[src/rtl/tmr8_pkg.sv]
package tmr8_pkg;

    localparam int unsigned NFLAG  = 3;
    localparam int unsigned FL_OVF = 0;
    localparam int unsigned FL_CMA = 1;
    localparam int unsigned FL_CMB = 2;
    localparam int unsigned NCH    = 2;

    localparam int unsigned ADDR_CTRL = 0;
    localparam int unsigned ADDR_CMPA = 1;
    localparam int unsigned ADDR_CMPB = 2;
    localparam int unsigned ADDR_MASK = 3;
    localparam int unsigned ADDR_FCLR = 4;

    // Largest division ratio is 1024, so the divider needs 10 bits.
    localparam int unsigned MAX_DIV = 1024;
    localparam int unsigned PRE_W   = $clog2(MAX_DIV);

    typedef enum logic [1:0] {
        PIN_OFF  = 2'b00,
        PIN_TOG  = 2'b01,
        PIN_RSV2 = 2'b10,
        PIN_RSV3 = 2'b11
    } pin_mode_e;

    typedef enum logic [2:0] {
        CS_STOP    = 3'd0,
        CS_DIV1    = 3'd1,
        CS_DIV8    = 3'd2,
        CS_DIV64   = 3'd3,
        CS_DIV256  = 3'd4,
        CS_DIV1024 = 3'd5,
        CS_RSV6    = 3'd6,
        CS_RSV7    = 3'd7
    } clk_sel_e;

    // Layout of the control register: [7:6] pin B, [5:4] pin A, [3] clear-on-match, [2:0] divider.
    typedef struct packed {
        pin_mode_e modb;
        pin_mode_e moda;
        logic      ctc;
        clk_sel_e  clksel;
    } ctrl_t;

    function automatic logic cs_running(clk_sel_e cs);
        return (cs inside {CS_DIV1, CS_DIV8, CS_DIV64, CS_DIV256, CS_DIV1024});
    endfunction

    // Low-bit mask that the free-running divider must fill for an advance.
    function automatic logic [PRE_W-1:0] div_mask(clk_sel_e cs);
        logic [PRE_W-1:0] m;
        case (cs)
            CS_DIV1:    m = PRE_W'(0);
            CS_DIV8:    m = PRE_W'(7);
            CS_DIV64:   m = PRE_W'(63);
            CS_DIV256:  m = PRE_W'(255);
            CS_DIV1024: m = PRE_W'(1023);
            default:    m = PRE_W'(0);
        endcase
        return m;
    endfunction

endpackage

[src/rtl/tmr8_regs.sv]
module tmr8_regs
    import tmr8_pkg::*;
#(
    parameter int unsigned CW = 8,
    parameter int unsigned AW = 3
) (
    input  logic             clk_i,
    input  logic             rst_ni,
    input  logic             wr_en_i,
    input  logic [AW-1:0]    wr_addr_i,
    input  logic [CW-1:0]    wr_data_i,
    output ctrl_t            ctrl_o,
    output logic [CW-1:0]    cmpa_o,
    output logic [CW-1:0]    cmpb_o,
    output logic [NFLAG-1:0] mask_o,
    output logic [NFLAG-1:0] fclr_o
);

    typedef struct packed {
        ctrl_t            ctrl;
        logic [CW-1:0]    cmpa;
        logic [CW-1:0]    cmpb;
        logic [NFLAG-1:0] mask;
    } regs_t;

    regs_t st_d, st_q;

    logic sel_ctrl, sel_cmpa, sel_cmpb, sel_mask, sel_fclr;

    always_comb begin
        sel_ctrl = wr_en_i && (wr_addr_i == AW'(ADDR_CTRL));
        sel_cmpa = wr_en_i && (wr_addr_i == AW'(ADDR_CMPA));
        sel_cmpb = wr_en_i && (wr_addr_i == AW'(ADDR_CMPB));
        sel_mask = wr_en_i && (wr_addr_i == AW'(ADDR_MASK));
        sel_fclr = wr_en_i && (wr_addr_i == AW'(ADDR_FCLR));

        st_d = st_q;
        if (sel_ctrl) st_d.ctrl = ctrl_t'(wr_data_i[7:0]);
        if (sel_cmpa) st_d.cmpa = wr_data_i;
        if (sel_cmpb) st_d.cmpb = wr_data_i;
        if (sel_mask) st_d.mask = wr_data_i[NFLAG-1:0];

        // The clear is a one-cycle strobe and is not stored.
        fclr_o = sel_fclr ? wr_data_i[NFLAG-1:0] : '0;
    end

    always_ff @(posedge clk_i) begin
        if (!rst_ni) st_q <= '0;
        else         st_q <= st_d;
    end

    assign ctrl_o = st_q.ctrl;
    assign cmpa_o = st_q.cmpa;
    assign cmpb_o = st_q.cmpb;
    assign mask_o = st_q.mask;

endmodule

[src/rtl/tmr8_presc.sv]
module tmr8_presc
    import tmr8_pkg::*;
#(
    parameter int unsigned PW = PRE_W
) (
    input  logic     clk_i,
    input  logic     rst_ni,
    input  clk_sel_e clksel_i,
    output logic     tick_o
);

    typedef struct packed {
        logic [PW-1:0] div;
    } pre_t;

    pre_t          st_d, st_q;
    logic          run;
    logic [PW-1:0] mask;

    always_comb begin
        run  = cs_running(clksel_i);
        mask = PW'(div_mask(clksel_i));
        st_d = st_q;
        if (!run) st_d.div = '0;
        else      st_d.div = st_q.div + PW'(1);
        // All masks are 2^k-1, so the free wrap of the divider keeps the spacing.
        tick_o = run && ((st_q.div & mask) == mask);
    end

    always_ff @(posedge clk_i) begin
        if (!rst_ni) st_q <= '0;
        else         st_q <= st_d;
    end

endmodule

[src/rtl/tmr8_core.sv]
module tmr8_core
    import tmr8_pkg::*;
#(
    parameter int unsigned CW = 8
) (
    input  logic             clk_i,
    input  logic             rst_ni,
    input  logic             tick_i,
    input  logic             ctc_i,
    input  logic [CW-1:0]    cmpa_i,
    input  logic [CW-1:0]    cmpb_i,
    input  logic [NFLAG-1:0] clr_i,
    output logic [CW-1:0]    cnt_o,
    output logic [NFLAG-1:0] flags_o,
    output logic [NCH-1:0]   match_o
);

    localparam logic [CW-1:0] CNT_MAX = '1;

    typedef struct packed {
        logic [CW-1:0]    cnt;
        logic [NFLAG-1:0] flags;
    } core_t;

    core_t            st_d, st_q;
    logic             hit_a, hit_b, at_max, at_top;
    logic [NFLAG-1:0] ev;

    always_comb begin
        hit_a  = tick_i && (st_q.cnt == cmpa_i);
        hit_b  = tick_i && (st_q.cnt == cmpb_i);
        at_max = (st_q.cnt == CNT_MAX);
        at_top = ctc_i && (st_q.cnt == cmpa_i);

        ev         = '0;
        ev[FL_OVF] = tick_i && at_max;
        ev[FL_CMA] = hit_a;
        ev[FL_CMB] = hit_b;

        st_d = st_q;
        if (tick_i) begin
            if (at_top || at_max) st_d.cnt = '0;
            else                  st_d.cnt = st_q.cnt + CW'(1);
        end
        // Set events take priority over clears landing in the same cycle.
        st_d.flags = ev | (st_q.flags & ~clr_i);

        match_o = {hit_b, hit_a};
    end

    always_ff @(posedge clk_i) begin
        if (!rst_ni) st_q <= '0;
        else         st_q <= st_d;
    end

    assign cnt_o   = st_q.cnt;
    assign flags_o = st_q.flags;

endmodule

[src/rtl/tmr8_wave.sv]
module tmr8_wave
    import tmr8_pkg::*;
(
    input  logic      clk_i,
    input  logic      rst_ni,
    input  pin_mode_e mode_i,
    input  logic      match_i,
    output logic      pin_o
);

    typedef struct packed {
        logic tog;
    } wave_t;

    wave_t st_d, st_q;
    logic  live;

    always_comb begin
        live = (mode_i == PIN_TOG);
        st_d = st_q;
        if (live) st_d.tog = st_q.tog ^ match_i;
        else      st_d.tog = 1'b0;
        pin_o = live && st_q.tog;
    end

    always_ff @(posedge clk_i) begin
        if (!rst_ni) st_q <= '0;
        else         st_q <= st_d;
    end

endmodule

[src/rtl/tmr8_timer.sv]
module tmr8_timer
    import tmr8_pkg::*;
#(
    parameter int unsigned CW = 8,
    parameter int unsigned AW = 3
) (
    input  logic          clk_i,
    input  logic          rst_ni,
    input  logic          wr_en_i,
    input  logic [AW-1:0] wr_addr_i,
    input  logic [CW-1:0] wr_data_i,
    input  logic [2:0]    irq_ack_i,
    output logic [CW-1:0] cnt_o,
    output logic [2:0]    flags_o,
    output logic [2:0]    irq_o,
    output logic          wave_a_o,
    output logic          wave_b_o
);

    ctrl_t            ctrl_w;
    logic [CW-1:0]    cmpa_w, cmpb_w;
    logic [NFLAG-1:0] mask_w, fclr_w, clr_w;
    logic             tick_w;
    logic [NCH-1:0]   match_w;
    logic [NCH-1:0]   pin_w;
    pin_mode_e        mode_w [NCH];

    tmr8_regs #(.CW(CW), .AW(AW)) u_regs (
        .clk_i     (clk_i),
        .rst_ni    (rst_ni),
        .wr_en_i   (wr_en_i),
        .wr_addr_i (wr_addr_i),
        .wr_data_i (wr_data_i),
        .ctrl_o    (ctrl_w),
        .cmpa_o    (cmpa_w),
        .cmpb_o    (cmpb_w),
        .mask_o    (mask_w),
        .fclr_o    (fclr_w)
    );

    tmr8_presc #(.PW(PRE_W)) u_presc (
        .clk_i    (clk_i),
        .rst_ni   (rst_ni),
        .clksel_i (ctrl_w.clksel),
        .tick_o   (tick_w)
    );

    assign clr_w = fclr_w | irq_ack_i;

    tmr8_core #(.CW(CW)) u_core (
        .clk_i   (clk_i),
        .rst_ni  (rst_ni),
        .tick_i  (tick_w),
        .ctc_i   (ctrl_w.ctc),
        .cmpa_i  (cmpa_w),
        .cmpb_i  (cmpb_w),
        .clr_i   (clr_w),
        .cnt_o   (cnt_o),
        .flags_o (flags_o),
        .match_o (match_w)
    );

    assign mode_w[0] = ctrl_w.moda;
    assign mode_w[1] = ctrl_w.modb;

    for (genvar g = 0; g < NCH; g++) begin : g_chan
        tmr8_wave u_wave (
            .clk_i   (clk_i),
            .rst_ni  (rst_ni),
            .mode_i  (mode_w[g]),
            .match_i (match_w[g]),
            .pin_o   (pin_w[g])
        );
    end

    assign irq_o    = flags_o & mask_w;
    assign wave_a_o = pin_w[0];
    assign wave_b_o = pin_w[1];

endmodule

[config.mk]
export PLATFORM = sky130hd
export DESIGN_NAME = tmr8_timer
export DESIGN_NICKNAME = d
export VERILOG_FILES = /design/src/rtl/tmr8_pkg.sv /design/src/rtl/tmr8_regs.sv /design/src/rtl/tmr8_presc.sv /design/src/rtl/tmr8_core.sv /design/src/rtl/tmr8_wave.sv /design/src/rtl/tmr8_timer.sv
export SDC_FILE = /design/constraint.sdc
export NUM_CORES = 1
export LEC_CHECK = 0
export ABC_AREA = 1
export ABC_CLOCK_PERIOD_IN_PS = 1800
export BUFFER_PORTS_ARGS = -buffer_cell sky130_fd_sc_hd__buf_4
export CAP_MARGIN = 15
export CELL_PAD_IN_SITES_DETAIL_PLACEMENT = 0
export CELL_PAD_IN_SITES_GLOBAL_PLACEMENT = 1
export CORE_UTILIZATION = 41
export DETAILED_ROUTE_END_ITERATION = 10
export PLACE_DENSITY = 0.77
export SLEW_MARGIN = 15
export SYNTH_ARGS = -nofsm -noshare
export SYNTH_HDL_FRONTEND = slang
export SYNTH_SLANG_ARGS = --single-unit
[constraint.sdc]
create_clock -name clk_i -period 1.8 [get_ports clk_i]
set_input_delay 0.09 -clock clk_i [delete_from_list [all_inputs] [get_ports clk_i]]
set_output_delay 0.09 -clock clk_i [all_outputs]
set_load 0.05 [all_outputs]
==> impl_metrics.csv, run 1 <==
group,metric,value,unit
clocking,postCtsSetupRepairBufs,0,
timing,fmax,0.625,GHz
synth,muxShareOfSynthArea,0,%
synth,synthCells,331,
timing,rsz0062_at_grt,"no",
route,num_vias,2064,
route,drtAntennaViolNets,0,
power,clkPwrFrac,35.4,%
route,wl_met2,2340,um
setup_path,cp.arrival,1.80,ns
clocking,cts_tree,"done",
power,pwr-share-seq,52.5,%
power,cellLeakagePower,0.00116,uW
cells_and_area,nets,386,
clocking,root_buffer,"clkbuf_8",
setup_path,crit_fanout,6,
cells_and_area,drive_gt1_share,15.0,%
synth,synth_xor_area_share,6.23,%
timing,layout_setup_ws,0.199,ns
timing,min_period_over_period,88.9,%
floorplanning,die_h,78.3,um
power,power_switching,561,uW
timing,finalHoldViolCount,0,
timing,worst_slew_pin_slew,0.384,ns
timing,finalMaxSlewViolations,0,
floorplanning,die_w,78.3,um
synth,syn_nets,352,
grt,grt_overflow,0,
synth,avgSynthCellArea,7.22,sq um
grt,grt_use_total,19.8,%
route,drc_errors,0,
synth,synth_top_area_share,41.9,%
floorplanning,io_pins,33,
clocking,clk_pin_slew,0.09,ns
setup_path,required,2.00,ns
timing,setup_viol,0,
run,maxCapViolations,0,
timing,tns,0,ns
cells_and_area,areaGrowthSynthToFinish,17.6,%
place,dp_hpwl,4040,um
power,p_int,1650,uW
grt,grt_start_max_net_pins,34,
power,ir_worst_vdd,309,uV
route,vias_per_cell,4.71,
power,power_density,788,mW/mm^2
setup_path,rr_worst_depth,10,
clocking,insertion_delay,0.30,ns
synth,synth-simple-area-share,30.4,%
clocking,cts_resized,0,
floorplanning,core_area,0.00557,sq mm
outcome,status,"complete, no violations",
place,dp_slack,0.235,ns
timing,skew,0.00740,ns
grt,grt_pass1_wl,9320,um
synth,synth.area.top_cells,"dfxtp_1 42%, nor2_1 9.7%, nand2_1 8.3%, o21ai_0 6.3%, inv_1 5.8%",
place,routabilityCongestion,0.804,
synth,synth_top_family_by_area,"simple AND/OR/NAND/NOR gates",
timing,timing.final.crit_period,1.60,ns
synth,yosysWarnings,0,
cells_and_area,antennaDiodeCount,0,
synth,ys_async_sr_fraction,0,%
clocking,cts_buffers,5,
route,wl_met3,204,um
synth,synth_fa_ha_area_share,2.10,%
synth,synth_cell_type_count,31,
clocking,clk_path_buf_depth,2,
clocking,cts-hold-fix-buffers,0,
setup_path,worst-setup-path-type,"reg -> reg",
route,firstDrtPassIters,4,
synth,ys.flop_type,"dfxtp_1",
power,finalPower,2210,uW
power,switching_share,25.3,%
grt,grt_pass1_vias,2008,
floorplanning,start_util,42.9,%
synth,synth_edf_count,0,
synth,yosysSeqAreaShare,41.9,%
synth,synth_top_area_cell,"dfxtp_1",
route,met1_length,2780,um
route,drt-total-wl,5390,um
hold_path,hold_path.class,"in -> reg",
place,port_buffers,32,
floorplanning,die_area,0.00613,sq mm
floorplanning,rows,27,
clocking,cts_sinks,50,
hold_path,min_path_cells,3,
route,routed.top_layer,"met4",
synth,synth_compound_area_share,11.7,%
route,wl_per_cell,12.3,um
power,comb_power_share,12.1,%
synth,syn_area,0.00239,sq mm
synth,synth_seq_cells,50,
timing,maxSlewHeadroom,74.4,%
setup_path,end_kind,"flip-flop",
grt,antenna_found_initial,0,
setup_path,crit_path_start_kind,"flip-flop",
clocking,h-tree-depth,2,
route,initialDrtViolationCount,54,
==> kinds of logic after synthesis <==
kind of cell,after synthesis
xor+xnor,17
fa+ha+maj,4
compound gates,54
buf+inv,47
simple gates,159
flops,50
==> registers in the layout, summed over array words and instances, names as in the netlist <==
signal / flops
g_chan.u_wave.st_q: 2
u_core.cnt_o: 8
u_core.flags_o: 3
u_presc.st_q: 10
u_regs.cmpa_o: 8
u_regs.cmpb_o: 8
u_regs.ctrl_o: 8
u_regs.mask_o: 3
==> layout make-up <==
class                      instances  area, sq um
clock buffer                       7         76.3
clock inverter                     1         30.0
inverter                          40          153
fill                             612         2770
tap                               72         90.1
multi-input combinational        234         1200
sequential                        50         1000
timing repair buffer              34          255
==> synthesized netlist by cell type, types with 2 or more instances <==
| master | count |
|---|---|
| nand3_1 | 16 |
| inv_1 | 37 |
| o21ai_0 | 30 |
| nor3_1 | 6 |
| nor2_1 | 62 |
| inv_2 | 2 |
| nor2_2 | 2 |
| dfxtp_1 | 50 |
| a21oi_1 | 19 |
| nand3b_1 | 4 |
| buf_2 | 2 |
| nand2_1 | 53 |
| nand4_1 | 4 |
| ha_1 | 4 |
| clkbuf_1 | 3 |
| nand2_4 | 3 |
| xor2_1 | 2 |
| o21ai_1 | 2 |
| clkbuf_2 | 2 |
| xnor2_1 | 15 |
| nor3b_1 | 2 |
| nand2_2 | 2 |
==> metal layers <==
layer | up-vias | track usage [%]
met4 | 0 | 7.04
met3 | 6 | 4.19
met1 | 895 | 26.4
met2 | 44 | 31.7
met5 | - | 0
li1 | 1119 | -
==> power by group through the flow <==
stage          Combinational [uW]  Clock, uW  Sequential (uW)
2_1_floorplan                 151          0             1210
3_5_place_dp                  270          0             1190
3_3_place_gp                  269          0             1190
6_report                      268        785             1160
5_1_grt                       300        860             1170
4_1_cts                       271        809             1160
==> worst max-delay path: stages, from the launching register on <==
cell and delay [ns]:
dfxtp_1 0.45, ha_1 0.22, inv_1 0.06, nor3_2 0.14, nand2_1 0.08, nor2_2 0.16, nand2_1 0.09, nand2_2 0.09
nand2_4 0.07, nand3_1 0.08, nor2_1 0.05
==> per-stage QoR <==
step / std cells / util [%] / cell area [sq um] / hold WS [ns]
4_1_cts: 438 / 50.4 / 2810 / 0.0235
3_3_place_gp: 430 / 48.5 / 2700 / 0.335
5_1_grt: 438 / 50.4 / 2810 / 0.0549
2_1_floorplan: 331 / - / 2390 / 0.225
3_5_place_dp: 430 / 48.5 / 2700 / 0.346
6_report: 438 / 50.4 / 2810 / 0.0340
==> worst paths after layout <==
kind / from / endpoint / slack [ns]
worst max-delay path: u_core.cnt_o[1] / u_core.cnt_o[6] / 0.20
worst min-delay path: wr_data_i[6] / u_regs.cmpa_o[6] / 0.03
worst min register to register: u_regs.mask_o[1] / u_regs.mask_o[1] / 0.45
worst max register to register: u_core.cnt_o[1] / u_core.cnt_o[6] / 0.20
==> placed cells by master, fill, tap and decap left out, types with 2 or more instances in the layout <==
cell type,instances
a21oi_1,19
buf_4,34
clkbuf_1,2
clkbuf_8,5
dfxtp_1,50
ha_1,4
inv_1,37
inv_2,2
nand2_1,53
nand2_2,2
nand2_4,3
nand3_1,16
nand3b_1,4
nand4_1,4
nor2_1,62
nor2_2,2
nor3_1,6
nor3b_1,2
o21ai_0,30
o21ai_1,2
xnor2_1,15
xor2_1,2
No activity file was read; power rests on OpenSTA's default activity.
==> run 2, diff against run 1 <==
ABC_CLOCK_PERIOD_IN_PS = 2070   (was 1800)
CORE_UTILIZATION = 44   (was 41)
PLACE_DENSITY = 0.82   (was 0.77)
clock period = 2.07 ns   (was 1.8 ns; I/O delays follow)
==> impl_metrics.csv, run 2 (same netlist as run 1, synthesis figures left out) <==
group,metric,value,unit
outcome,status,"complete, no violations",
timing,min_period_over_period,78.2,%
cells_and_area,drive_gt1_share,14.8,%
grt,grt_pass1_vias,1866,
floorplanning,rows,26,
route,drtAntennaViolNets,0,
clocking,clk_pin_slew,0.10,ns
timing,skew,0.00747,ns
place,routabilityCongestion,0.799,
grt,grt_overflow,0,
floorplanning,core_area,0.00517,sq mm
power,finalPower,1930,uW
floorplanning,start_util,46.2,%
cells_and_area,antennaDiodeCount,0,
timing,layout_setup_ws,0.452,ns
cells_and_area,fillers,529,
timing,fmax,0.618,GHz
setup_path,required,2.28,ns
grt,grt_use_total,20.3,%
clocking,cts_resized,0,
clocking,h-tree-depth,2,
cells_and_area,final_common_cell,"nor2_1",
timing,worst_slew_pin_slew,0.394,ns
timing,setup_viol,0,
run,maxCapViolations,0,
place,dp_slack,0.456,ns
route,drc_errors,0,
floorplanning,die_area,0.00573,sq mm
grt,antenna_found_initial,0,
timing,tns,0,ns
floorplanning,io_pins,33,
clocking,postCtsSetupRepairBufs,0,
clocking,insertion_delay,0.31,ns
grt,met2_usage,32.6,%
clocking,clk_path_buf_depth,2,
hold_path,hold_path.class,"in -> reg",
clocking,cts_sinks,50,
power,power_density,691,mW/mm^2
grt,grt_use_met3,4.23,%
timing,timing.final.crit_period,1.62,ns
clocking,cts_buffers,5,
setup_path,cp.arrival,1.82,ns
setup_path,crit_path_start_kind,"flip-flop",
route,initialDrtViolationCount,84,
timing,maxSlewHeadroom,73.7,%
grt,use_met1,27.6,%
cells_and_area,multi_input_area,0.00120,sq mm
route,num_vias,2081,
route,wl_per_cell,12.3,um
cells_and_area,regMostFlops,"u_presc.st_q",
cells_and_area,fin_cells,434,
power,cellLeakagePower,0.00115,uW
timing,rsz0062_at_grt,"no",
clocking,cts_tree,"done",
cells_and_area,areaGrowthSynthToFinish,17.0,%
cells_and_area,largest_reg_flops,10,
grt,grt_most_used_layer,"met2",
cells_and_area,layout_common_cells,"62 x nor2_1, 53 x nand2_1, 50 x dfxtp_1",
route,vias_per_cell,4.79,
setup_path,crit_fanout,6,
power,ir_worst_vdd,407,uV
place,dp_cells,426,
cells_and_area,nets,384,
floorplanning,die_h,75.7,um
route,drt-total-wl,5350,um
place,dp_hpwl,3930,um
setup_path,end_kind,"flip-flop",
place,port_buffers,32,
clocking,cts-hold-fix-buffers,0,
setup_path,worst-setup-path-type,"reg -> reg",
floorplanning,die_w,75.7,um
timing,finalMaxSlewViolations,0,
grt,grt_pass1_wl,8670,um
grt,grt_start_max_net_pins,34,
clocking,root_buffer,"clkbuf_8",
route,firstDrtPassIters,4,
timing,finalHoldViolCount,0,
cells_and_area,seq_area,0.00100,sq mm
[run 2: changes by cell type in the layout (fill, tap and decap cells not counted), sizes merged]
cell / change
buf: -2
clkinvlp: +1
clkbuf: -1
[run 2: report_power, final]
part,switching [uW],internal [uW]
clock,332,361
combinational,142,84.9
sequential,24.1,988
total,498,1430
[run 2: layout make-up]
class                      count  share of cell area (%)
clock buffer                   6                    2.60
clock inverter                 2                    1.34
inverter                      40                    5.46
multi-input combinational    234                    43.1
sequential                    50                    35.8
tap                           70                    3.13
timing repair buffer          32                    8.59
[run 2: per-stage QoR]
stage / util [%] / hold WS (ns) / instance area (sq um)
2_1_floorplan: - / 0.238 / 2390
3_3_place_gp: 51.9 / 0.352 / 2690
3_5_place_dp: 51.9 / 0.351 / 2690
4_1_cts: 54.0 / 0.0280 / 2800
5_1_grt: 54.0 / 0.0506 / 2800
6_report: 54.0 / 0.0284 / 2800
[run 2: final timing paths]
path	start	endpoint	slack (ns)	cells past startpoint
min	wr_data_i[6]	u_regs.cmpa_o[6]	0.03	3
max	u_core.cnt_o[0]	u_core.cnt_o[2]	0.45	10
min reg2reg	u_regs.mask_o[0]	u_regs.mask_o[0]	0.45	2
max reg2reg	u_core.cnt_o[0]	u_core.cnt_o[2]	0.45	10
[run 2: critical path, cell delays in order (launching register included)]
cell     delay [ns]
dfxtp_1        0.49
ha_1           0.22
inv_1          0.06
nor3_2         0.13
nand2_1        0.09
nor2_2         0.15
nand2_1        0.08
nand2_2        0.10
nand2_4        0.07
nand2_4        0.08
nor2_1         0.05
[run 2: per-layer routing]
metal | vias to the layer above | wire length, um
met5 | - | 0
met4 | 0 | 63
met3 | 5 | 142
met2 | 29 | 2440
met1 | 934 | 2710
li1 | 1113 | -
